[config.mk]
export PLATFORM = sky130hd
export DESIGN_NAME = net_irq_agg
export DESIGN_NICKNAME = d
export VERILOG_FILES = /design/src/rtl/nia_pkg.sv /design/src/rtl/nia_slot_decode.sv /design/src/rtl/nia_status_bank.sv /design/src/rtl/nia_irq_fsm.sv /design/src/rtl/net_irq_agg.sv
export SDC_FILE = /design/constraint.sdc
export NUM_CORES = 1
export LEC_CHECK = 0
export ABC_AREA = 1
export BUFFER_PORTS_ARGS = -buffer_cell sky130_fd_sc_hd__buf_2
export CAP_MARGIN = 30
export CORE_MARGIN = 5
export CORE_UTILIZATION = 40
export DETAILED_ROUTE_END_ITERATION = 16
export HOLD_SLACK_MARGIN = 0.08
export PLACE_DENSITY = 0.75
export SYNTH_ARGS = -nofsm -noshare
export SYNTH_HDL_FRONTEND = slang
export SYNTH_SLANG_ARGS = --single-unit
export TNS_END_PERCENT = 50
[constraint.sdc]
create_clock -name clk -period 1.2 [get_ports clk]
set_input_delay 0.24 -clock clk [delete_from_list [all_inputs] [get_ports clk]]
set_output_delay 0.24 -clock clk [all_outputs]
set_load 0.01 [all_outputs]
[src/rtl/nia_pkg.sv]
package nia_pkg;
    localparam int REG_W     = 16;
    localparam int NUM_REGS  = 2;
    localparam int FIELD_W   = 8;
    localparam int NUM_SLOTS = 3;
    localparam int SLOT_W    = 2;
    localparam int PORT_W    = 4;
    localparam int ADDR_W    = 8;

    localparam logic [ADDR_W-1:0] OFS_STAT0 = 8'h26;
    localparam logic [ADDR_W-1:0] OFS_STAT1 = 8'h28;

    typedef logic [NUM_REGS-1:0][REG_W-1:0] bank_t;

    typedef enum logic {
        IRQ_QUIET  = 1'b0,
        IRQ_RAISED = 1'b1
    } irq_state_e;

    // status word used by a slot
    function automatic int slot_reg(input int s);
        return (s == 0) ? 0 : 1;
    endfunction

    // first bit of a slot's field inside its word
    function automatic int slot_off(input int s);
        return (s == 2) ? FIELD_W : 0;
    endfunction
endpackage

[src/rtl/nia_slot_decode.sv]
module nia_slot_decode
    import nia_pkg::*;
(
    input  logic              clk,
    input  logic              rst_n,
    input  logic              vld,
    input  logic [SLOT_W-1:0] slot,
    input  logic [PORT_W-1:0] port,
    output bank_t             mask
);
    logic port_ok;
    assign port_ok = (port < PORT_W'(FIELD_W));

    always_comb begin
        mask = '0;
        if (vld && port_ok) begin
            for (int s = 0; s < NUM_SLOTS; s++) begin
                if (slot == SLOT_W'(s)) begin
                    mask[slot_reg(s)][slot_off(s) + int'(port)] = 1'b1;
                end
            end
        end
    end


    dec_single_bit_chk: assert property (@(posedge clk) disable iff (!rst_n)
        $onehot0(mask));


    dec_reject_chk: assert property (@(posedge clk) disable iff (!rst_n)
        (vld && (slot == SLOT_W'(3) || port >= PORT_W'(FIELD_W))) |-> (mask == '0));
endmodule

[src/rtl/nia_status_bank.sv]
module nia_status_bank
    import nia_pkg::*;
(
    input  logic  clk,
    input  logic  rst_n,
    input  bank_t set_mask,
    input  bank_t clr_mask,
    output bank_t stat_q
);
    for (genvar r = 0; r < NUM_REGS; r++) begin : g_word
        always_ff @(posedge clk) begin
            if (!rst_n) begin
                stat_q[r] <= '1;
            end else begin
                stat_q[r] <= (stat_q[r] | clr_mask[r]) & ~set_mask[r];
            end
        end
    end


    bank_reset_chk: assert property (@(posedge clk)
        !rst_n |=> (stat_q == '1));


    bank_set_low_chk: assert property (@(posedge clk) disable iff (!rst_n)
        (set_mask != '0) |=> ((stat_q & $past(set_mask)) == '0));


    bank_clr_high_chk: assert property (@(posedge clk) disable iff (!rst_n)
        ((clr_mask & ~set_mask) != '0) |=>
            ((stat_q & $past(clr_mask & ~set_mask)) == $past(clr_mask & ~set_mask)));


    bank_set_wins_chk: assert property (@(posedge clk) disable iff (!rst_n)
        ((set_mask & clr_mask) != '0) |=> ((stat_q & $past(set_mask & clr_mask)) == '0));


    bank_idle_stable_chk: assert property (@(posedge clk) disable iff (!rst_n)
        (set_mask == '0 && clr_mask == '0) |=> $stable(stat_q));
endmodule

[src/rtl/nia_irq_fsm.sv]
module nia_irq_fsm
    import nia_pkg::*;
(
    input  logic  clk,
    input  logic  rst_n,
    input  bank_t stat_q,
    output logic  net_irq
);
    irq_state_e state_q, state_d;
    logic       pending;

    assign pending = (stat_q != '1);

    // state register
    always_ff @(posedge clk) begin
        if (!rst_n) begin
            state_q <= IRQ_QUIET;
        end else begin
            state_q <= state_d;
        end
    end

    // transitions
    always_comb begin
        state_d = state_q;
        unique case (state_q)
            IRQ_QUIET:  if (pending)  state_d = IRQ_RAISED; // RAISE_ON_PENDING
            IRQ_RAISED: if (!pending) state_d = IRQ_QUIET;  // DROP_ON_IDLE
            default:    state_d = IRQ_QUIET;
        endcase
    end

    // outputs
    always_comb begin
        unique case (state_q)
            IRQ_RAISED: net_irq = 1'b1;
            default:    net_irq = 1'b0;
        endcase
    end


    irq_follow_chk: assert property (@(posedge clk) disable iff (!rst_n)
        (stat_q != '1) |=> net_irq);


    irq_release_chk: assert property (@(posedge clk) disable iff (!rst_n)
        (stat_q == '1) |=> !net_irq);


    irq_reset_chk: assert property (@(posedge clk)
        !rst_n |=> !net_irq);
endmodule

[src/rtl/net_irq_agg.sv]
module net_irq_agg
    import nia_pkg::*;
(
    input  logic              clk,
    input  logic              rst_n,
    input  logic              set_vld,
    input  logic [SLOT_W-1:0] set_slot,
    input  logic [PORT_W-1:0] set_port,
    input  logic              clr_vld,
    input  logic [SLOT_W-1:0] clr_slot,
    input  logic [PORT_W-1:0] clr_port,
    input  logic              rd_en,
    input  logic              wr_en,
    input  logic [ADDR_W-1:0] addr,
    input  logic [REG_W-1:0]  wdata,
    output logic [REG_W-1:0]  rdata,
    output logic              net_irq
);
    bank_t set_mask, clr_mask, stat_q;
    logic  unused_wr;

    assign unused_wr = ^{wr_en, wdata};

    nia_slot_decode u_set_dec (
        .clk  (clk),
        .rst_n(rst_n),
        .vld  (set_vld),
        .slot (set_slot),
        .port (set_port),
        .mask (set_mask)
    );

    nia_slot_decode u_clr_dec (
        .clk  (clk),
        .rst_n(rst_n),
        .vld  (clr_vld),
        .slot (clr_slot),
        .port (clr_port),
        .mask (clr_mask)
    );

    nia_status_bank u_bank (
        .clk     (clk),
        .rst_n   (rst_n),
        .set_mask(set_mask),
        .clr_mask(clr_mask),
        .stat_q  (stat_q)
    );

    nia_irq_fsm u_fsm (
        .clk    (clk),
        .rst_n  (rst_n),
        .stat_q (stat_q),
        .net_irq(net_irq)
    );

    // CPU read port
    always_comb begin
        rdata = '0;
        if (rd_en) begin
            case (addr)
                OFS_STAT0: rdata = stat_q[0];
                OFS_STAT1: rdata = stat_q[1];
                default:   rdata = '0;
            endcase
        end
    end


    wr_ignored_chk: assert property (@(posedge clk) disable iff (!rst_n)
        (wr_en && !set_vld && !clr_vld) |=> $stable(stat_q));


    rd_idle_zero_chk: assert property (@(posedge clk) disable iff (!rst_n)
        !rd_en |-> (rdata == '0));
endmodule

==> impl_summary.md, run 1 <==
Outcome
The run finished, with violations left. The checks that failed: negative setup slack.

Die
The floorplan core area is 4660 um^2. In this run the vertical extent of the chip is 78.7 um. The initial utilization of the core area, before any placement, comes to 40.5%.

The die is 78.7 um wide. The floorplan has 25 rows. The count of pins on the block boundary is 59. The die area is 6190 um^2.

Timing
For the finished layout, the period the worst path requires is 1.43 ns. Setup total negative slack on the finished layout was measured at -3.40 ns. The headroom to the max-slew limit is 77.7%.

Of the available clock period, the critical path in the final layout requires 119%. The worst hold slack is 0.239 ns. Setup repair after global routing could not meet its margin everywhere. The max-slew violation total from the final report is 0. The slew at the pin closest to its max-slew limit is 0.334 ns. Based on the critical path, the design can be clocked at up to 699 MHz.

The least setup slack across all paths after layout is -0.230 ns. The number of hold violations in the final report is 0. For the final database, setup skew stands at about 0.0028 ns. The setup-violating endpoint count in the final report is 16.

Logic synthesis
The mapped cell area is 1890 um^2. Dividing the synthesized area by the synthesized cell count gives just over 6 um^2. The share of synthesized area in the top cell type comes to 35.0%.

The share of the Yosys chip area taken by registers is 35.0%. The largest total area in the synthesized netlist belongs to dfxtp_1. Counting every net in the synthesized netlist gives about 350. By area the synthesized netlist is led by dfxtp_1 (35%), nand2_1 (18%), nand3_1 (11%).

The number of register bits inferred by synthesis is 33. The number of library cell types mapped by synthesis is 20. Yosys printed 0 warnings. Counting every instance in the synthesized netlist gives 304.

Final layout
For this run, the number of standard cells in the final layout without fillers is 414. The area growth from synthesis to layout is 28.8%. The number of inserted filler cells in the final layout is 482. At the end of the flow, the number of nets in the layout was 401. The post-route core utilization is 52.2%. The count of inserted antenna diode cells is 0. Of the cells placed in the final design, the portion with a size suffix greater than 1 is 26.1%.

Global routing
Entering global routing, the biggest net connects 33 pins. The via count of the first global-routing pass was 2020. For this run the aggregate overflow at the end of global routing stands at 0.

The first global-routing pass estimated 9000 um of wire. The number of antenna violations at the first check in global routing is 0. The global-route total usage across every layer is 18.2%.

Routing
The post-detailed-route via-to-cell ratio is 5.09. The antenna violation net count after detailed routing is 0. The routed design has between 5000 and 6000 um of wire. The first detailed-routing pass ran for 4 iterations. The final routed wire length divided by cell count is 12.7 um. The remaining design rule violation count is 0.

In this run, the number of DRC markers left after iteration 0 of detailed routing was about 180. The total vias in the final route is about 2100.

Place
In this run the tool buffered the top-level ports with 41 buffer cells. Routability-driven placement finished with a final weighted congestion of 0.928. The detailed placer's ending HPWL is roughly 4100 um. Once placement completed, the tool counted placed cells totaling 406.

Pwr
VDD sags by at most between 0.7 and 0.8 mV. The leakage component of the power is 1.20 nW. The power per cell area is 899 nW/um^2. The proportion of total power due to net switching is 26.4%. The clock network is responsible for a little under two fifths of the overall power. Cell internal power was estimated by the tool at 1.61 mW. In this run, flip-flops and latches consume 50.5% of the power. In this run, the combinational gates consume about an eighth of the power. The net switching power of the design is 578 uW.

Worst setup path
The minimum setup slack among reg-to-reg paths is 0.21 ns. The worst register-to-register path begins at u_bank.stat_q[28]$_SDFF_PN1_. Of all nets on the critical path, the largest fanout is 32.

The data arrival time of the worst path is 1.19 ns. The type of destination of the critical path is an output pin. The worst register-to-register path ends at u_fsm.state_q$_SDFF_PN0_. STA classifies the critical path startpoint as an input pin. The number of cells on the worst reg-to-reg path is 5.

The start-to-end type of the worst setup path is input pin to output pin. The critical path data required time is 0.96 ns.

Clocking
The post-CTS setup repair buffer count is 0. The longest clock path from root to sink contains 2 buffers. The total CTS buffers is 5. The clock drives 33 sinks. The CTS H-tree depth is 2. The master cell of the clock root buffer is clkbuf_8. At the later pin of the worst-skew pair, clock insertion delay measures 0.28 ns. The number of hold-repair buffers added at the cts stage is 0. After clock tree synthesis, the clock-pin slew on the worst setup and hold paths is 0.07 ns.

TritonCTS built the clock tree.

Worst hold path
The worst hold path terminates at u_bank.stat_q[28]$_SDFF_PN1_. The path type of the worst min-delay path is input pin to flop. The cell count of the worst hold path is 2. The origin of the worst min-delay path is rst_n.

Run
The number of maximum-capacitance violations is 0.
## cell usage after synthesis, drive strengths merged
| cell type | n |
|---|---|
| clkbuf | 4 |
| nand2 | 89 |
| dfxtp | 33 |
| nand3 | 41 |
| a21oi | 17 |
| nor3 | 8 |
| nor2 | 41 |
| o22ai | 16 |
| o21ai | 12 |
| or2 | 5 |
| buf | 5 |
| inv | 33 |
## cell families after synthesis
group | synth area share (%)
flip-flops | 35.0
buffers and inverters | 9.61
AO/OA/AOI/OAI | 13.0
AND/OR/NAND/NOR | 42.4
## cell usage in the layout, fill, tap and decap left out, drive strengths merged
cell type	synthesis	routed
nand2	89	89
buf	5	57
nand3	41	41
nor2	41	41
dfxtp	33	33
inv	33	33
a21oi	17	17
o22ai	16	16
o21ai	12	12
nor3	8	8
clkbuf	4	6
or2	5	5
clkinv	0	2
## worst max-delay path, stage by stage
cell and delay, ns:
buf_2 0.09, inv_1 0.05, nand2_2 0.06, nor3_4 0.15, buf_12 0.20, nand3_1 0.12
a21oi_2 0.14, buf_2 0.13
## layout make-up
cell class	count	area (um^2)	share of cell area (%)
Clock buffer	6	72.6	2.99
Timing Repair Buffer	57	375	15.4
Multi-Input combinational cell	229	1120	46.0
Clock inverter	2	10.0	0.412
Inverter	33	126	5.20
Sequential cell	33	661	27.2
Tap cell	54	67.6	2.78
## sequential cells by signal (all words and copies together) (netlist names)
signal and cells:
u_fsm.state_q 1, u_bank.stat_q 32
## power by group through the flow
stage	logic [mW]	clock network, mW	registers, mW
after floorplan	0.144	0	1.13
after global placement	0.272	0	1.13
after detailed placement	0.278	0	1.13
after CTS	0.279	0.811	1.10
after global routing	0.311	0.867	1.10
final	0.280	0.802	1.10
## stage by stage
step	instance area, um^2	total power, mW	setup slack [ns]
5_1_grt	2430	2.28	-0.324
3_5_place_dp	2350	1.41	-0.247
2_1_floorplan	1960	1.27	-0.0285
4_1_cts	2430	2.19	-0.236
3_3_place_gp	2350	1.40	-0.223
6_report	2430	2.19	-0.230
## per-layer routing
layer	track usage (%)	share of wire (%)
met1	22.1	44
met2	31.2	48
met3	3.90	4.4
met4	6.99	3.1
met5	0	0
## worst max-delay path by stage
stage	startpoint	endpoint	slack [ns]
floorplan	addr[0]	rdata[11]	-0.03
global placement	addr[4]	rdata[8]	-0.22
detailed placement	addr[4]	rdata[8]	-0.25
CTS	addr[4]	rdata[0]	-0.24
global route	addr[2]	rdata[13]	-0.32
finish	addr[4]	rdata[8]	-0.23
## timing repair
item,in CTS,in global routing
endpoints found under the hold margin,0,0
gates resized for setup,1,0
pin swaps,1,0
endpoints found under the setup margin,16,16
Note: power is estimated with default switching activity, not from simulation.
==> run 2: changes to the inputs <==
--- a/config.mk
+++ b/config.mk
@@ -9,10 +9,10 @@
 export BUFFER_PORTS_ARGS = -buffer_cell sky130_fd_sc_hd__buf_2
 export CAP_MARGIN = 30
 export CORE_MARGIN = 5
-export CORE_UTILIZATION = 40
+export CORE_UTILIZATION = 50
 export DETAILED_ROUTE_END_ITERATION = 16
 export HOLD_SLACK_MARGIN = 0.08
-export PLACE_DENSITY = 0.75
+export PLACE_DENSITY = 0.88
 export SYNTH_ARGS = -nofsm -noshare
 export SYNTH_HDL_FRONTEND = slang
 export SYNTH_SLANG_ARGS = --single-unit
==> run 2 against run 1 <==
The run still ends with negative setup slack left. Final area increased by 9.5%. Die area decreased by 18%. Register-to-register slack got worse by 0.15 ns. Via count increased by 12%. Worst hold slack got worse by 0.027 ns. Flip-flop and latch count unchanged. Combinational power increased by 16%. Sequential power about the same.
==> impl_summary.md, run 2 (synthesis results as in run 1) <==
Die
The floorplan core area is 3660 um^2 (-21%). The effective utilization at floorplan was 51.5% (+11 points). The count of pins on the block boundary is 59 (unchanged). The standard-cell row count came to 22 (-12%). The die width is 71.4 um (-9.2%). The die outline height came to 71.4 um (-9.2%). The die area came to 5100 um^2 (-18%).

Final layout
The final net count is 404 (+0.75%). The library cell used most frequently in the layout, excluding fill and tap cells, is nand2_1. The largest registers in the layout are u_bank.stat_q (32), u_fsm.state_q (1). The top cell types in the final layout, fill and taps aside, are nand2_1 (86), buf_2 (40), nor2_1 (39). The top register by number of flip-flops is u_bank.stat_q. The number of cells in the finished layout apart from fillers is 411 (-0.72%).

The count of inserted antenna diode cells is 0 (unchanged). The area of all placed cells without fillers is 2660 um^2 (+9.5%). The post-route core utilization is 72.7% (+21 points). The layout cell share with drive strength beyond 1 came to 32.8% (+6.7 points). The flip-flop count of the largest register, all copies and words added was 32 (unchanged). Relative to the synthesized area, the layout overhead comes to 41.1%.

Timing
The number of hold violations in the final report came to 0 (unchanged). The share of the clock period used by the worst path is 132% (+13 points). The shortest clock period the worst path allows after layout is 1.58 ns (+0.151 ns). The headroom to the max-slew limit came to 72.1% (-5.6 points). The slew at the pin closest to its max-slew limit is 0.417 ns (+0.0828 ns). The worst clock skew is 0.0105 ns (+0.00770 ns). Setup repair after global routing could not meet its margin everywhere. The least setup slack across all paths after layout is -0.380 ns (-0.151 ns). The setup-violating endpoint count in the final report came to 17 (+1). The highest clock frequency the design can meet is 633 MHz (-9.5%). The max-slew violation total from the final report is 0 (unchanged).

Clocking
The master cell of the clock root buffer is clkbuf_8. The CTS H-tree depth came to 2 (unchanged). The total CTS buffers is 5 (unchanged). The clock latency reported for the late side of the worst-skew pair is 0.31 ns (+0.03 ns). The sink count of the clock tree is 33 (unchanged). The post-CTS clock slew at the launch and capture registers of the worst setup and hold paths is 0.08 ns (about the same). The maximum clock path buffer count is 2 (unchanged). The CTS tree is built.

Worst setup path
Following the worst setup path forward leads to its endpoint at rdata[15]. The worst register-to-register path ends at u_fsm.state_q$_SDFF_PN0_. The number of buffers and inverters on the critical path is 5 (+1). The worst setup path is of the input pin to output pin kind. The top fanout value on the critical path is 8 (-75%). The depth of the worst register-to-register path is 5 (unchanged). In this design, the largest share of critical-path delay is due to buffers and inverters.

The data arrival time of the worst path came to 1.34 ns (+0.15 ns). In this run the critical register-to-register path is launched from u_bank.stat_q[23]$_SDFF_PN1_. The startpoint type of the worst setup path is an input pin. The maximum single-stage delay on the critical path came to 0.22 ns (+0.02 ns). The minimum setup slack among reg-to-reg paths is 0.06 ns (-0.15 ns). The critical path data required time is 0.96 ns (about the same). Counting stages on the worst path, the most repeated cell is buf_6.

The number of logic stages on the critical path including buffering is 9 (+1). The type of destination of the critical path is an output pin. The master of the slowest instance on the critical path is nor3_4. The critical path starts at addr[4].

Walking the worst path, the cells encountered are buf_6 > inv_2 > nand2_2 > nor3_4 > buf_6 > buf_12 > nand3_2 > a21oi_2 > buf_2.

Global routing
The routing usage on met1 is 28.9% (+6.8 points). The wire length of the first global-routing pass is 9830 um (+9.2%). The met2 routing resource usage after global routing came to 40.5% (+9.4 points).

The global-route total usage across every layer was 24.3% (+6.1 points). met2 is the most crowded layer. The via count of the first global-routing pass is 2152 (+6.5%). The largest net degree at the start of global routing came to 19 (-42%). The number of antenna violations at the first check in global routing is 0 (unchanged). The total congestion overflow after global routing was 0 (unchanged). The met3 routing resource usage after global routing came to 7.01% (+3.1 points).

Outcome
The final reports fail on negative setup slack. The flow ran to the end, but the final reports show violations.

Routing
The total wire length after detailed routing is 6780 um (+29%). The total vias in the final route is 2369 (+12%). The antenna violation net count after detailed routing is 0 (unchanged).

The post-detailed-route via-to-cell ratio is 5.76 (+13%). The final routed wire length divided by cell count is 16.5 um (+30%). The number of DRC markers in iteration 0 is 348 (+97%). The remaining design rule violation count came to 0 (unchanged).

The first-pass iteration count of the detailed router was 6 (+2).

Pwr
The worst-case vdd ir drop is 0.890 mV (+24%). The relative contribution of sequential cells to total power is 43.0% (-7.5 points). The leakage component of the power is 1.25 nW (+4.4%). The combinational fraction of design power is 12.6% (-0.2 points). The part of the power in the clock network is 44.4% (+7.7 points).

The proportion of total power due to net switching was 26.1% (-0.34 points). The internal power contribution is 1.90 mW (+18%). The power per cell area was 965 nW/um^2 (+7.3%). The net switching power of the design is 670 uW (+16%).

Worst hold path
The cell count of the worst hold path is 2 (unchanged). The worst hold path belongs to the class input pin to flop.

Place
The total instance count after detailed placement is 398 (-2.0%). The count of buffers inserted at the top-level ports is 41 (unchanged). The detailed placer's ending HPWL came to 3940 um (-4.6%).

The placer congestion estimate is 0.847 (-8.7%). The total cell area at the placement stage is 2320 um^2 (-0.96%).

Run
The number of maximum-capacitance violations is 0 (unchanged).
==> run 2: cell types whose count changed in the layout (fill, tap and decap cells not counted), sizes merged <==
cell / previous run / this run
bufinv: 0 / 1
clkinvlp: 0 / 1
buf: 57 / 60
clkinv: 2 / 0
==> run 2: cell type report <==
class / count / area, um^2
Tap cell: 48 / 60.1
Inverter: 33 / 126
Multi-Input combinational cell: 229 / 1220
Clock buffer: 6 / 82.6
Sequential cell: 33 / 661
Fill cell: 266 / 998
Clock inverter: 2 / 37.5
Timing Repair Buffer: 60 / 472
==> run 2: worst reg2reg max path, cell delays in order (launching register included) <==
cell and delay, ns:
dfxtp_1 0.41, inv_1 0.09, nor3_1 0.20, nand2_1 0.08, nor2_1 0.14, a21oi_1 0.09
==> run 2: worst min-delay path by stage <==
stage                            startpoint                            to  slack, ns
2_1_floorplan                         rst_n      u_fsm.state_q$_SDFF_PN0_       0.40
3_3_place_gp   u_bank.stat_q[11]$_SDFF_PN1_  u_bank.stat_q[11]$_SDFF_PN1_       0.43
3_5_place_dp   u_bank.stat_q[14]$_SDFF_PN1_  u_bank.stat_q[14]$_SDFF_PN1_       0.44
4_1_cts                               rst_n  u_bank.stat_q[27]$_SDFF_PN1_       0.22
5_1_grt                               rst_n  u_bank.stat_q[11]$_SDFF_PN1_       0.21
6_report                              rst_n  u_bank.stat_q[11]$_SDFF_PN1_       0.21
==> run 2: stage by stage <==
step                power, mW  TNS (ns)  hold slack, ns  setup slack (ns)
finish                   2.57     -5.69           0.212            -0.380
global route             2.65     -6.70           0.213            -0.441
detailed placement       1.40     -3.72           0.440            -0.265
floorplan                1.27    -0.305           0.399           -0.0285
global placement         1.39     -3.17           0.428            -0.211
CTS                      2.50     -4.47           0.221            -0.305
==> run 2: repair_timing <==
action	CTS	global route
pin swaps	1	12
endpoints found under the setup margin	16	16
resized for setup	14	17
buffers inserted	3	1
gates cloned	3	0
hold buffers	0	0
==> run 2: power groups by stage <==
stage	clock network, mW	registers [mW]	logic [mW]
after global placement	0	1.13	0.264
after detailed placement	0	1.13	0.270
after CTS	1.10	1.10	0.301
final	1.14	1.10	0.324
after global routing	1.20	1.10	0.348
after floorplan	0	1.13	0.144
==> run 2: metal layers <==
layer  routed length, um  share of wire [%]
met4                 357                5.3
met2                3290                 48
met3                 746                 11
met5                   0                  0
met1                2390                 35
